--- src/rtl/busclk_pkg.sv ---
package busclk_pkg;

    localparam int unsigned DEF_TIMEOUT = 4096;
    localparam int unsigned DEF_DIV     = 4;

    typedef enum logic [0:0] {
        SRC_OSC = 1'b0,
        SRC_PLL = 1'b1
    } src_e;

    typedef struct packed {
        logic ph1;
        logic ph2;
    } bus_phase_t;

    // A phase enable fires only on a source tick at its slot in the period.
    function automatic bus_phase_t decode_phase(input logic tick,
                                                input logic at_first,
                                                input logic at_mid);
        bus_phase_t p;
        p.ph1 = tick & at_first;
        p.ph2 = tick & at_mid;
        return p;
    endfunction

endpackage

--- src/rtl/busclk_por_timer.sv ---
module busclk_por_timer #(
    parameter int unsigned TIMEOUT = busclk_pkg::DEF_TIMEOUT
) (
    input  logic clk,
    input  logic hold,
    output logic done
);
    localparam int unsigned CW = (TIMEOUT > 2) ? $clog2(TIMEOUT) : 1;
    localparam logic [CW-1:0] LAST = CW'(TIMEOUT - 1);

    logic [CW-1:0] cnt_q;
    logic          done_q;

    always_ff @(posedge clk) begin
        if (hold) begin
            cnt_q  <= '0;
            done_q <= 1'b0;
        end else if (!done_q) begin
            if (cnt_q == LAST) begin
                done_q <= 1'b1;
            end else begin
                cnt_q <= cnt_q + 1'b1;
            end
        end
    end

    assign done = done_q;
endmodule

--- src/rtl/busclk_src_sel.sv ---
module busclk_src_sel (
    input  logic clk,
    input  logic rst,
    input  logic run,
    input  logic src_sel,
    input  logic pll_tick,
    input  logic at_wrap,
    output logic tick
);
    import busclk_pkg::*;

    src_e sel_q;

    // Before release the select is followed freely; after release it is
    // taken only on the tick that closes a bus period.
    always_ff @(posedge clk) begin
        if (rst) begin
            sel_q <= SRC_OSC;
        end else if (!run || (tick && at_wrap)) begin
            sel_q <= src_e'(src_sel);
        end
    end

    always_comb begin
        if (!run) begin
            tick = 1'b0;
        end else if (sel_q == SRC_PLL) begin
            tick = pll_tick;
        end else begin
            tick = 1'b1;
        end
    end
endmodule

--- src/rtl/busclk_div.sv ---
module busclk_div #(
    parameter int unsigned DIV = busclk_pkg::DEF_DIV
) (
    input  logic                   clk,
    input  logic                   run,
    input  logic                   tick,
    output logic                   at_wrap,
    output busclk_pkg::bus_phase_t phase
);
    import busclk_pkg::*;

    localparam int unsigned DW  = (DIV > 2) ? $clog2(DIV) : 1;
    localparam logic [DW-1:0] LAST = DW'(DIV - 1);
    localparam logic [DW-1:0] MID  = DW'(DIV / 2);

    logic [DW-1:0] cnt_q;

    always_ff @(posedge clk) begin
        if (!run) begin
            cnt_q <= '0;
        end else if (tick) begin
            cnt_q <= (cnt_q == LAST) ? '0 : cnt_q + 1'b1;
        end
    end

    assign at_wrap = (cnt_q == LAST);
    assign phase   = decode_phase(tick, cnt_q == '0, cnt_q == MID);
endmodule

--- src/rtl/busclk_reset_seq.sv ---
module busclk_reset_seq #(
    parameter int unsigned TIMEOUT = busclk_pkg::DEF_TIMEOUT,
    parameter int unsigned DIV     = busclk_pkg::DEF_DIV
) (
    input  logic clk,
    input  logic rst,
    input  logic pwr_evt,
    input  logic src_sel,
    input  logic pll_tick,
    output logic rst_n_out,
    output logic bus_ph1,
    output logic bus_ph2,
    output logic ready
);
    import busclk_pkg::*;

    logic       running;
    logic       tick;
    logic       at_wrap;
    bus_phase_t phase;

    busclk_por_timer #(.TIMEOUT(TIMEOUT)) u_timer (
        .clk  (clk),
        .hold (rst | pwr_evt),
        .done (running)
    );

    busclk_src_sel u_sel (
        .clk      (clk),
        .rst      (rst),
        .run      (running),
        .src_sel  (src_sel),
        .pll_tick (pll_tick),
        .at_wrap  (at_wrap),
        .tick     (tick)
    );

    busclk_div #(.DIV(DIV)) u_div (
        .clk     (clk),
        .run     (running),
        .tick    (tick),
        .at_wrap (at_wrap),
        .phase   (phase)
    );

    assign rst_n_out = running;
    assign ready     = running;
    assign bus_ph1   = phase.ph1;
    assign bus_ph2   = phase.ph2;
endmodule

--- config.mk ---
export PLATFORM = sky130hd
export DESIGN_NAME = busclk_reset_seq
export DESIGN_NICKNAME = d
export VERILOG_FILES = /design/src/rtl/busclk_pkg.sv /design/src/rtl/busclk_por_timer.sv /design/src/rtl/busclk_src_sel.sv /design/src/rtl/busclk_div.sv /design/src/rtl/busclk_reset_seq.sv
export SDC_FILE = /design/constraint.sdc
export NUM_CORES = 1
export LEC_CHECK = 0
export BUFFER_PORTS_ARGS = -buffer_cell sky130_fd_sc_hd__buf_2
export CAP_MARGIN = 20
export CORE_AREA = 2 2 44 46
export CTS_CLUSTER_DIAMETER = 150
export DETAILED_ROUTE_END_ITERATION = 7
export DIE_AREA = 0 0 46 48
export PLACE_DENSITY = 0.65
export SETUP_SLACK_MARGIN = 0.3
export SLEW_MARGIN = 20
export SYNTH_ARGS = -nofsm -noshare
export SYNTH_HDL_FRONTEND = slang
export SYNTH_HIERARCHICAL = 1
export SYNTH_SLANG_ARGS = --single-unit
--- constraint.sdc ---
create_clock -name clk -period 2 [get_ports clk]
set_input_delay 0 -clock clk [delete_from_list [all_inputs] [get_ports clk]]
set_output_delay 0 -clock clk [all_outputs]
set_load 0.05 [all_outputs]
==> impl_metrics.prom <==
# TYPE chip_impl_metric gauge
chip_impl_metric{name="r2r_slack",unit="ns"} 0.36
chip_impl_info{name="min-delay-start",value="pll_tick"} 1
chip_impl_metric{name="final_util",unit="%"} 55.8
chip_impl_metric{name="fp.dieArea",unit="mm2"} 0.00221
chip_impl_metric{name="dp_slack",unit="ns"} 0.290
chip_impl_metric{name="boundaryPins",unit=""} 9
chip_impl_metric{name="final_layout_size_suffix_gt1_share",unit="%"} 22.6
chip_impl_metric{name="postSynthRegisterBits",unit=""} 16
chip_impl_metric{name="p_switching",unit="W"} 0.000113
chip_impl_metric{name="nNetsFinal",unit=""} 117
chip_impl_metric{name="first_iter_violations",unit=""} 7
chip_impl_info{name="synth_top_area_cell",value="dfxtp_1"} 1
chip_impl_metric{name="routedLengthMet1",unit="um"} 732
chip_impl_info{name="critical_path.reg2reg.startpoint",value="u_timer/cnt_q[5]$_SDFFE_PP0P_"} 1
chip_impl_metric{name="yosys.area.top_type_share",unit="%"} 38.4
chip_impl_metric{name="power.density_cell_area",unit="mW/mm2"} 545
chip_impl_info{name="end_kind",value="register"} 1
chip_impl_metric{name="cellInternalPower",unit="W"} 0.000401
chip_impl_metric{name="period_share",unit="%"} 82.1
chip_impl_metric{name="max_slew_margin",unit="%"} 70.1
chip_impl_metric{name="initial_core_util",unit="%"} 49.4
chip_impl_metric{name="synthCells",unit=""} 96
chip_impl_metric{name="grt_overflow",unit=""} 0
chip_impl_metric{name="route.detailed.wl_per_inst",unit="um"} 13.2
chip_impl_metric{name="synth_area",unit="um2"} 835
chip_impl_metric{name="antenna_cells",unit=""} 0
chip_impl_metric{name="finish.cell_count_without_fillers",unit=""} 123
chip_impl_metric{name="dr.pass1.iters",unit=""} 4
chip_impl_metric{name="total_leakage_power",unit="nW"} 0.346
chip_impl_metric{name="grt_antenna_before_repair",unit=""} 0
chip_impl_metric{name="route.detailed.vias_per_inst",unit=""} 5.89
chip_impl_metric{name="cts-buffers-inserted",unit=""} 3
chip_impl_metric{name="route.met2.wl",unit="um"} 789
chip_impl_info{name="min_path_type",value="input pin to register"} 1
chip_impl_info{name="layout.cells.most_common",value="dfxtp_1"} 1
chip_impl_metric{name="place.detailed.instances",unit=""} 118
chip_impl_metric{name="htree_num_levels",unit=""} 1
chip_impl_metric{name="hold_viol",unit=""} 0
chip_impl_metric{name="minimum_clock_period",unit="ns"} 1.64
chip_impl_metric{name="worst_hold_slack",unit="ns"} 0.220
chip_impl_metric{name="timing.setup.tns",unit="ns"} 0
chip_impl_metric{name="yosysWarningCount",unit=""} 6
chip_impl_metric{name="power_switching_share",unit="%"} 21.9
chip_impl_metric{name="final_hpwl_from_detailed_placement",unit="um"} 1090
chip_impl_metric{name="worst-endpoint-arrival",unit="ns"} 1.86
chip_impl_metric{name="flow.area_growth_from_synthesis",unit="%"} 12.9
chip_impl_metric{name="coreArea",unit="mm2"} 0.00169
chip_impl_metric{name="vias",unit=""} 725
chip_impl_metric{name="std_cell_rows",unit=""} 15
chip_impl_info{name="highest_layer",value="met4"} 1
chip_impl_metric{name="drv.max_cap_violation_count",unit=""} 0
chip_impl_info{name="ys_top_cells_by_area",value="dfxtp_1 (38%), ha_1 (6.0%), a21oi_1 (4.8%)"} 1
chip_impl_info{name="cts_tree",value="yes"} 1
chip_impl_metric{name="hold_depth",unit=""} 5
chip_impl_metric{name="post-route-worst-setup-slack",unit="ns"} 0.357
chip_impl_metric{name="reg2reg_depth",unit=""} 4
chip_impl_metric{name="setup_violations",unit=""} 0
chip_impl_metric{name="wl_met3",unit="um"} 47
chip_impl_metric{name="gpl.final_weighted_congestion",unit=""} 0.819
chip_impl_info{name="timing_worst_setup_path_type",value="register to register"} 1
chip_impl_metric{name="global_route.usage.total",unit="%"} 17.5
chip_impl_metric{name="clk_latency",unit="ns"} 0.29
chip_impl_metric{name="largest_net_degree_at_the_start_of_global_routing",unit=""} 14
chip_impl_info{name="cts_root_buffer",value="clkbuf_4"} 1
chip_impl_info{name="status",value="complete, no violations"} 1
chip_impl_metric{name="syn_avg_cell_area",unit="um2"} 8.69
chip_impl_metric{name="power_frac_clock",unit="%"} 33.2
chip_impl_metric{name="clkTransAtPathRegs",unit="ns"} 0.09
chip_impl_metric{name="detail_route.wirelength",unit="um"} 1620
chip_impl_info{name="grt_setup_unrepaired",value="yes"} 1
chip_impl_info{name="worst_r2r_endpoint",value="u_timer/cnt_q[9]$_SDFFE_PP0P_"} 1
chip_impl_metric{name="port_buffers",unit=""} 8
chip_impl_metric{name="final_antenna_net_count",unit=""} 0
chip_impl_metric{name="syn_nets",unit=""} 105
chip_impl_metric{name="die_width",unit="um"} 46
chip_impl_metric{name="max_clock_freq",unit="GHz"} 0.609
chip_impl_metric{name="synth_seq_area_share",unit="%"} 38.4
chip_impl_info{name="startpoint_type",value="register"} 1
chip_impl_metric{name="finalMaxSlewViolations",unit=""} 0
chip_impl_metric{name="skew",unit="ns"} 0.000884
chip_impl_metric{name="die_y",unit="um"} 48
chip_impl_metric{name="clock_path_buffers",unit=""} 2
chip_impl_metric{name="seq_power_share",unit="%"} 63.1
chip_impl_metric{name="power.combinational.fraction",unit="%"} 3.7
chip_impl_metric{name="irDropWorstVdd",unit="uV"} 304
chip_impl_metric{name="critPathRequiredTime",unit="ns"} 2.22
chip_impl_metric{name="route.detailed.drc",unit=""} 0
chip_impl_metric{name="clock_sinks",unit=""} 16
chip_impl_metric{name="grt_pass1_vias",unit=""} 616
chip_impl_metric{name="grt_pass1_wl",unit="um"} 2630
chip_impl_metric{name="timing_worst_slew_pin_value",unit="ns"} 0.449
chip_impl_info{name="holdPathEnd",value="u_div/cnt_q[1]$_SDFFE_PN0P_"} 1
chip_impl_info{name="most-common-layout-cells",value="dfxtp_1 (12), buf_2 (8), a21oi_1 (8), inv_1 (7)"} 1
chip_impl_metric{name="timing.critical_path.fanout_max",unit=""} 7
chip_impl_metric{name="synth_cell_types",unit=""} 35
[flip-flops by register name (all words and copies together), names as in the netlist]
register / count
u_div/cnt_q: 2
u_sel/sel_q: 1
u_timer/cnt_q: 12
u_timer/done: 1
[power by group through the flow]
stage | sequential [W] | clock [W] | combinational [W]
floorplan | 0.000331 | 0 | 0.0000109
finish | 0.000324 | 0.000171 | 0.0000189
global route | 0.000325 | 0.000196 | 0.0000208
global placement | 0.000331 | 0 | 0.0000151
CTS | 0.000324 | 0.000180 | 0.0000189
detailed placement | 0.000332 | 0 | 0.0000159
[metrics by stage]
stage               total power [W]  instance area [um2]
floorplan                  0.000342                  836
global placement           0.000346                  872
detailed placement         0.000348                  872
CTS                        0.000523                  920
global route               0.000542                  942
finish                     0.000514                  942
[cells by family (layout without fill, tap and decap cells)]
kind of cell	Yosys count	in the layout	synth area share (%)
AOI/OAI and AO/OA	25	25	19.5
xor gates and xnor gates	1	1	1.05
adders and majority gates	4	4	6.00
buffers and inverters	10	20	6.15
DFF	16	16	38.4
muxes	1	1	1.20
and+or+nand+nor	39	39	27.7
[worst max-delay path by stage]
stage                                              from                             end
after global routing      u_timer/cnt_q[3]$_SDFFE_PP0P_   u_timer/cnt_q[9]$_SDFFE_PP0P_
final                     u_timer/cnt_q[5]$_SDFFE_PP0P_   u_timer/cnt_q[9]$_SDFFE_PP0P_
after global placement    u_timer/cnt_q[3]$_SDFFE_PP0P_   u_timer/cnt_q[9]$_SDFFE_PP0P_
after floorplan           u_timer/cnt_q[3]$_SDFFE_PP0P_   u_timer/cnt_q[9]$_SDFFE_PP0P_
after detailed placement  u_timer/cnt_q[3]$_SDFFE_PP0P_  u_timer/cnt_q[11]$_SDFFE_PP0P_
after CTS                 u_timer/cnt_q[3]$_SDFFE_PP0P_  u_timer/cnt_q[11]$_SDFFE_PP0P_
[routing by layer]
metal,GRT usage [%],vias up
met1,20.3,334
met4,16.0,0
met2,27.2,13
met5,0,-
li1,-,372
met3,3.40,6
[repair_timing]
| action | in CTS | in global routing |
|---|---|---|
| gates cloned | 0 | 0 |
| endpoints found under the hold margin | 1 | 0 |
| setup buffers | 0 | 0 |
| hold buffers | 2 | 0 |
| resized for setup | 1 | 6 |
| setup endpoints to repair | 2 | 6 |
[critical path, cell delays in order (launching register included)]
cell	delay (ns)
dfxtp_1	0.39
nand4_4	0.15
or3_4	0.39
or4_1	0.49
a21oi_1	0.15
[area by class of cell]
type | count | area, um2
inverters | 7 | 26.3
fillers | 160 | 747
multi-input cells | 70 | 487
repair buffers | 10 | 60.1
well taps | 17 | 21.3
flip-flops and latches | 16 | 325
clock buffers | 3 | 22.5
[synthesized netlist by cell type]
cell,n
nand2_1,6
and4_1,1
and2_2,2
or3_2,1
o31a_1,1
nor3_1,5
o31ai_1,3
nor3b_2,1
xnor2_1,1
nand4_2,1
dlymetal6s2s_1,1
or2_1,1
a21oi_1,8
buf_4,1
o21a_1,2
o21bai_1,1
o31a_2,1
nor2_1,5
nor2b_1,2
and4b_1,1
dfxtp_1,16
a41oi_1,2
a31oi_1,3
inv_1,7
and3b_1,1
mux2i_1,1
nand2b_1,1
a211oi_1,1
or3_1,1
nand4_1,1
o21ai_0,3
ha_1,4
nand3_1,6
or4_1,3
buf_2,1
Power figures use the tool's default switching activity.
